`src/rtl/board_ctrl_pkg.sv`:
```
package board_ctrl_pkg;
   localparam int OFF_W = 20;

   localparam logic [OFF_W-1:0] OFF_SWITCH  = 20'h00200;
   localparam logic [OFF_W-1:0] OFF_STATUS  = 20'h00208;
   localparam logic [OFF_W-1:0] OFF_LEDS    = 20'h00408;
   localparam logic [OFF_W-1:0] OFF_HEXWORD = 20'h00410;
   localparam logic [OFF_W-1:0] OFF_CHAR0   = 20'h00418;
   localparam int               CHAR_STRIDE = 8;
   localparam logic [OFF_W-1:0] OFF_SOFTRST = 20'h00500;
   localparam logic [OFF_W-1:0] OFF_BRK     = 20'h00508;
   localparam logic [OFF_W-1:0] OFF_GPOUT   = 20'h00A00;
   localparam logic [OFF_W-1:0] OFF_GPIN    = 20'h00A08;
   localparam logic [OFF_W-1:0] OFF_WIREIN  = 20'h00B00;
   localparam logic [OFF_W-1:0] OFF_WIREOE  = 20'h00B08;
   localparam logic [OFF_W-1:0] OFF_WIREOUT = 20'h00B10;
   localparam logic [OFF_W-1:0] OFF_WIRESEL = 20'h00B18;

   localparam logic [31:0] SOFTRST_KEY = 32'h0000_0042;
   localparam logic [7:0]  BRK_RST     = 8'h0A;
   localparam logic [31:0] WIRE_RST    = 32'h0000_0003;
   localparam logic [7:0]  SPACE_CHAR  = 8'h20;
   localparam logic [31:0] STATUS_BE   = 32'h0000_0012;
   localparam logic [31:0] STATUS_LE   = 32'h0000_0010;

   typedef struct packed {
      logic sw;
      logic status;
      logic leds;
      logic hexword;
      logic softrst;
      logic brk;
      logic gpout;
      logic gpin;
      logic wirein;
      logic wireoe;
      logic wireout;
      logic wiresel;
   } hit_t;

   function automatic logic [7:0] nibble_to_ascii(input logic [3:0] n);
      if (n < 4'd10) return 8'h30 + {4'd0, n};
      else           return 8'h37 + {4'd0, n};
   endfunction
endpackage

```
`src/rtl/bcr_decode.sv`:
```
module bcr_decode
   import board_ctrl_pkg::*;
#(
   parameter int ADDR_W    = 32,
   parameter int NUM_CHARS = 8
) (
   input  logic [ADDR_W-1:0]    bus_addr,
   output hit_t                 hit,
   output logic [NUM_CHARS-1:0] char_hit
);
   logic [OFF_W-1:0] off;
   assign off = bus_addr[OFF_W-1:0];

   always_comb begin
      hit         = '0;
      hit.sw      = (off == OFF_SWITCH);
      hit.status  = (off == OFF_STATUS);
      hit.leds    = (off == OFF_LEDS);
      hit.hexword = (off == OFF_HEXWORD);
      hit.softrst = (off == OFF_SOFTRST);
      hit.brk     = (off == OFF_BRK);
      hit.gpout   = (off == OFF_GPOUT);
      hit.gpin    = (off == OFF_GPIN);
      hit.wirein  = (off == OFF_WIREIN);
      hit.wireoe  = (off == OFF_WIREOE);
      hit.wireout = (off == OFF_WIREOUT);
      hit.wiresel = (off == OFF_WIRESEL);
   end

   for (genvar i = 0; i < NUM_CHARS; i++) begin : g_char
      localparam logic [OFF_W-1:0] CHAR_OFF = OFF_CHAR0 + OFF_W'(i * CHAR_STRIDE);
      assign char_hit[i] = (off == CHAR_OFF);
   end
endmodule

```
`src/rtl/bcr_display.sv`:
```
module bcr_display
   import board_ctrl_pkg::*;
#(
   parameter int DATA_W    = 32,
   parameter int NUM_CHARS = 8
) (
   input  logic                   clk,
   input  logic                   rst_n,
   input  logic                   hex_we,
   input  logic [NUM_CHARS-1:0]   char_we,
   input  logic [DATA_W-1:0]      wr_data,
   output logic [8*NUM_CHARS-1:0] text
);
   for (genvar i = 0; i < NUM_CHARS; i++) begin : g_cell
      localparam int NIB = NUM_CHARS - 1 - i;
      logic [7:0] cell_q;
      always_ff @(posedge clk) begin
         if (!rst_n)          cell_q <= SPACE_CHAR;
         else if (hex_we)     cell_q <= nibble_to_ascii(wr_data[4*NIB +: 4]);
         else if (char_we[i]) cell_q <= wr_data[7:0];
      end
      assign text[8*i +: 8] = cell_q;
   end
endmodule

```
`src/rtl/bcr_wire_port.sv`:
```
module bcr_wire_port
   import board_ctrl_pkg::*;
#(
   parameter int DATA_W = 32
) (
   input  logic              clk,
   input  logic              rst_n,
   input  logic              oe_we,
   input  logic              out_we,
   input  logic              sel_we,
   input  logic [DATA_W-1:0] wr_data,
   input  logic              sda_i,
   output logic [1:0]        oe,
   output logic              scl_o,
   output logic              sda_o,
   output logic              sel,
   output logic [DATA_W-1:0] out_word,
   output logic [DATA_W-1:0] in_word,
   output logic [DATA_W-1:0] gpin_word
);
   localparam logic [DATA_W-1:0] IN_STORED = DATA_W'(WIRE_RST);

   logic [1:0]        oe_q;
   logic              sel_q;
   logic [DATA_W-1:0] out_q;

   always_ff @(posedge clk) begin
      if (!rst_n) begin
         oe_q  <= 2'b00;
         sel_q <= 1'b1;
         out_q <= DATA_W'(WIRE_RST);
      end else begin
         if (oe_we)  oe_q  <= wr_data[1:0];
         if (sel_we) sel_q <= wr_data[0];
         if (out_we) out_q <= wr_data;
      end
   end

   assign oe        = oe_q;
   assign sel       = sel_q;
   assign out_word  = out_q;
   assign scl_o     = out_q[1];
   assign sda_o     = out_q[0];
   assign in_word   = {IN_STORED[DATA_W-1:1], sda_i};
   assign gpin_word = sel_q ? out_q : '0;
endmodule

```
`src/rtl/board_ctrl_regs.sv`:
```
module board_ctrl_regs
   import board_ctrl_pkg::*;
#(
   parameter int ADDR_W     = 32,
   parameter int DATA_W     = 32,
   parameter int NUM_CHARS  = 8,
   parameter int LED_W      = 8,
   parameter int BYTE_W     = 8,
   parameter bit BIG_ENDIAN = 1'b1
) (
   input  logic                   clk,
   input  logic                   rst_n,
   input  logic [ADDR_W-1:0]      bus_addr,
   input  logic                   wr_en,
   input  logic [DATA_W-1:0]      wr_data,
   input  logic                   rd_en,
   output logic [DATA_W-1:0]      rd_data,
   output logic                   rd_valid,
   output logic [LED_W-1:0]       led_out,
   output logic [8*NUM_CHARS-1:0] disp_text,
   output logic                   soft_rst_req,
   output logic [BYTE_W-1:0]      brk_out,
   output logic [BYTE_W-1:0]      gp_out,
   output logic [1:0]             i2c_oe,
   output logic                   i2c_scl_o,
   output logic                   i2c_sda_o,
   input  logic                   i2c_sda_i
);
   if (ADDR_W < OFF_W) begin : g_bad_addr
      $error("ADDR_W must cover the decoded offset");
   end
   if (DATA_W != 32) begin : g_bad_data
      $error("DATA_W must be 32");
   end
   if (NUM_CHARS * 4 != DATA_W) begin : g_bad_chars
      $error("NUM_CHARS must equal DATA_W/4");
   end
   if (LED_W > DATA_W || BYTE_W > DATA_W) begin : g_bad_bytes
      $error("register widths exceed DATA_W");
   end

   hit_t                 hit;
   logic [NUM_CHARS-1:0] char_hit;

   bcr_decode #(.ADDR_W(ADDR_W), .NUM_CHARS(NUM_CHARS)) u_decode (
      .bus_addr (bus_addr),
      .hit      (hit),
      .char_hit (char_hit)
   );

   bcr_display #(.DATA_W(DATA_W), .NUM_CHARS(NUM_CHARS)) u_display (
      .clk     (clk),
      .rst_n   (rst_n),
      .hex_we  (wr_en & hit.hexword),
      .char_we (char_hit & {NUM_CHARS{wr_en}}),
      .wr_data (wr_data),
      .text    (disp_text)
   );

   logic              wire_sel;
   logic [DATA_W-1:0] wire_out_word, wire_in_word, gpin_word;

   bcr_wire_port #(.DATA_W(DATA_W)) u_wire (
      .clk       (clk),
      .rst_n     (rst_n),
      .oe_we     (wr_en & hit.wireoe),
      .out_we    (wr_en & hit.wireout),
      .sel_we    (wr_en & hit.wiresel),
      .wr_data   (wr_data),
      .sda_i     (i2c_sda_i),
      .oe        (i2c_oe),
      .scl_o     (i2c_scl_o),
      .sda_o     (i2c_sda_o),
      .sel       (wire_sel),
      .out_word  (wire_out_word),
      .in_word   (wire_in_word),
      .gpin_word (gpin_word)
   );

   logic [DATA_W-1:0] status_word;
   if (BIG_ENDIAN) begin : g_status_be
      assign status_word = DATA_W'(STATUS_BE);
   end else begin : g_status_le
      assign status_word = DATA_W'(STATUS_LE);
   end

   logic [LED_W-1:0]  led_q;
   logic [BYTE_W-1:0] brk_q, gp_q;
   logic              soft_q;

   always_ff @(posedge clk) begin
      if (!rst_n) begin
         led_q  <= '0;
         brk_q  <= BYTE_W'(BRK_RST);
         gp_q   <= '0;
         soft_q <= 1'b0;
      end else begin
         if (wr_en && hit.leds)  led_q <= wr_data[LED_W-1:0];
         if (wr_en && hit.brk)   brk_q <= wr_data[BYTE_W-1:0];
         if (wr_en && hit.gpout) gp_q  <= wr_data[BYTE_W-1:0];
         soft_q <= wr_en && hit.softrst && (wr_data == DATA_W'(SOFTRST_KEY));
      end
   end

   assign led_out      = led_q;
   assign brk_out      = brk_q;
   assign gp_out       = gp_q;
   assign soft_rst_req = soft_q;

   logic [DATA_W-1:0] rd_mux;
   always_comb begin
      rd_mux = '0;
      if (hit.status)  rd_mux = status_word;
      if (hit.leds)    rd_mux = DATA_W'(led_q);
      if (hit.brk)     rd_mux = DATA_W'(brk_q);
      if (hit.gpout)   rd_mux = DATA_W'(gp_q);
      if (hit.gpin)    rd_mux = gpin_word;
      if (hit.wirein)  rd_mux = wire_in_word;
      if (hit.wireoe)  rd_mux = DATA_W'(i2c_oe);
      if (hit.wireout) rd_mux = wire_out_word;
      if (hit.wiresel) rd_mux = DATA_W'(wire_sel);
   end

   always_ff @(posedge clk) begin
      if (!rst_n) begin
         rd_data  <= '0;
         rd_valid <= 1'b0;
      end else begin
         rd_valid <= rd_en;
         rd_data  <= rd_en ? rd_mux : '0;
      end
   end
endmodule

```
`config.mk`:
```
export PLATFORM = sky130hd
export DESIGN_NAME = board_ctrl_regs
export DESIGN_NICKNAME = d
export VERILOG_FILES = /design/src/rtl/board_ctrl_pkg.sv /design/src/rtl/bcr_decode.sv /design/src/rtl/bcr_display.sv /design/src/rtl/bcr_wire_port.sv /design/src/rtl/board_ctrl_regs.sv
export SDC_FILE = /design/constraint.sdc
export NUM_CORES = 1
export LEC_CHECK = 0
export BUFFER_PORTS_ARGS = -buffer_cell sky130_fd_sc_hd__buf_2
export CAP_MARGIN = 20
export CORE_AREA = 2 2 135 137
export DETAILED_ROUTE_END_ITERATION = 10
export DIE_AREA = 0 0 137 139
export PLACE_DENSITY = 0.76
export SLEW_MARGIN = 0
export SYNTH_ARGS = -nofsm -noshare
export SYNTH_HDL_FRONTEND = slang
export SYNTH_HIERARCHICAL = 1
export SYNTH_SLANG_ARGS = --single-unit
```
`constraint.sdc`:
```
create_clock -name clk -period 2.55 [get_ports clk]
set_clock_uncertainty 0.1 [all_clocks]
set_input_delay 0 -clock clk [delete_from_list [all_inputs] [get_ports clk]]
set_output_delay 0 -clock clk [all_outputs]
set_load 0.01 [all_outputs]
```
==> metrics <==
initial antenna violation count=1; WP buf/inv=2; clk sink count=157; Worst Max-Slew Pin Slew=0.656 ns; # placed instances=1345; worst endpoint data arrival time=2.61 ns; Reg2Reg Setup Slack=0.94 ns; IO Pins=195; setup bufs post-CTS=0; antenna cells=0; Residual DRC=0; critical path capture point type=flip-flop; Fin Setup TNS=0 ns; grt total ovfl=0; post-layout power=0.00557 W; Slowest cell on crit path=dlygate4sd3_1; Worst setup startpoint=bus_addr[13]; Hold Fails Final Rpt=0; crit path capture=u_display/g_cell[4].cell_q[2]; Synth Area per Inst=8.74 sq um; VDD IR max=0.474 mV; first-pass GRT wire length=38.1 mm; fin crit share=94.1%; Rows=49; DR vias/cell=5.50; Final Routed Wirelength=24.7 mm; mapped cell area=8500 sq um; Port Buffer Count=182; fin worst setup slack=0.151 ns; PwrDens=527 nW/um^2; Total GRT Usage=25.7%; post-route ant nets=0; die height=139 microns; Cells after Synth=973; Routability Congestion=0.867; P&R area growth vs syn=24.5%; Clk Latency, worst-skew pair=0.43 ns; fin nets=1258; largest net degree at the start of global routing=60; CP Launch Type=input pin; clock-pin slew on the worst setup and hold paths=0.06 ns; CTS Buffer Depth=2; RSZ-0062 raised after global routing=no; minimum clock period=2.40 ns; Iter 0 DRT Violations=581; HP Class=in2reg; LEAKAGE=4.40 nW; length of the first detailed-routing pass in iterations=7; Yosys Warn Count=6; H-tree depth=4; largest stage delay on the critical path=0.57 ns; core area=17700 sq um; critical path depth=9; Worst R2R Path Depth=4; Max Fanout on Critical Path=9; DR WL/cell=17.3 microns; clk root buf=clkbuf_16; Slew headroom=56.0%; Cell Chain, Critical Path=buf_2 -> nor4_4 -> nand4b_1 -> nor2_1 -> and2_1 -> mux2_2 -> o21ai_0 -> a31oi_1 -> dlygate4sd3_1; Req. time, crit path=2.76 ns; max capacitance violation total=0; run status=finished clean; CTS tree=done; post-DP HPWL=17.1 mm; Initial Utilization=48.2%; family with the most delay on the worst path=simple AND/OR/NAND/NOR gates; Horiz. Die Dim=137 microns; Layout Cells excl Fill=1423; die area=19000 sq um; kind of critical path=in2reg; fmax=417 MHz; Setup-failing EPs final=0; Reg2Reg Launch Point=u_display/g_cell[1].cell_q[2]; reg2reg end=u_display/g_cell[1].cell_q[2]; share of layout cells above drive strength 1=25.5%; vias in the first global route=7170; via count=7826; setup slack at placement=0.200 ns; Num CTS Buffers=17; Final Max Tran Viols=0
## state kept, by name (all words and copies together), names as in the netlist, 2 cells and up
signal	cells
rd_data	32
u_display/g_cell.cell_q	64
gp_out	8
brk_out	8
u_wire/oe	2
u_wire/out_word	32
led_out	8
## metal layers
| metal | vias to the layer above | GRT usage [%] | share of wire [%] |
|---|---|---|---|
| met1 | 3684 | 34.3 | 44 |
| met5 | - | 0 | 0.036 |
| li1 | 3774 | - | - |
| met2 | 325 | 41.2 | 47 |
| met3 | 41 | 4.61 | 6.8 |
| met4 | 2 | 9.44 | 2.0 |
## area by class of cell
| type | count | area (sq um) |
|---|---|---|
| Fill cell | 1521 | 7070 |
| Tap cell | 229 | 287 |
| Sequential cell | 157 | 3140 |
| Inverter | 31 | 116 |
| Multi-Input combinational cell | 708 | 4690 |
| Timing Repair Buffer | 266 | 1700 |
| Clock buffer | 20 | 457 |
| Clock inverter | 12 | 186 |
## tightest hold or removal path, cell delays in order
cell,delay (ns)
buf_2,0.15
nand4_1,0.10
nor2_1,0.07
inv_1,0.10
a31oi_1,0.09
## worst min-delay path by stage
| stage | end | from | cells past startpoint |
|---|---|---|---|
| CTS | rd_data[0] | bus_addr[3] | 5 |
| finish | rd_data[0] | bus_addr[3] | 5 |
| floorplan | brk_out[1] | wr_data[1] | 2 |
| global route | rd_data[0] | bus_addr[3] | 5 |
| detailed placement | soft_rst_req | wr_data[12] | 4 |
| global placement | u_wire/out_word[12] | wr_data[12] | 3 |
## where the power goes
group          total, W  leakage [nW]  switching, W  internal, W
clock network   0.00276         0.303       0.00106      0.00170
registers       0.00245          1.26   0.000000162      0.00245
logic          0.000363          2.83      0.000220     0.000143
## per-stage QoR
step           cell area (sq um)  utilization [%]  hold slack [ns]
2_1_floorplan               8610                -           0.0240
3_3_place_gp                9460             53.6            0.191
3_5_place_dp                9480             53.7            0.198
4_1_cts                    10600             59.9           0.0201
5_1_grt                    10600             59.9           0.0473
6_report                   10600             59.9           0.0322
## what timing repair did
| action | CTS | global route |
|---|---|---|
| endpoints found under the setup margin | 0 | 1 |
| endpoints found under the hold margin | 99 | 0 |
| resized for setup | 0 | 1 |
| hold buffers | 46 | 0 |
## cell usage in the layout (no fill, tap or decap), drive strengths merged, types with 4 or more instances in the layout
| cell type | instances |
|---|---|
| xnor2 | 7 |
| o211a | 8 |
| conb | 31 |
| mux2 | 24 |
| or3 | 7 |
| nor3 | 11 |
| a21boi | 22 |
| and2 | 47 |
| o21ai | 34 |
| nor4bb | 5 |
| bufinv | 4 |
| clkbuf | 20 |
| dfxtp | 157 |
| ha | 8 |
| a221oi | 11 |
| nand3 | 28 |
| a2bb2oi | 7 |
| a22oi | 24 |
| o21a | 6 |
| nand2 | 85 |
| a21oi | 53 |
| nor4b | 5 |
| nor2b | 54 |
| a211oi | 12 |
| buf | 220 |
| nand4 | 4 |
| a31oi | 7 |
| dlygate4sd3 | 46 |
| inv | 30 |
| nor2 | 63 |
| a22o | 22 |
| clkinv | 6 |
| mux2i | 65 |
| nor4 | 10 |
| o211ai | 6 |
| a21o | 9 |
| or2 | 8 |
No activity file was read; power rests on OpenSTA's default activity.
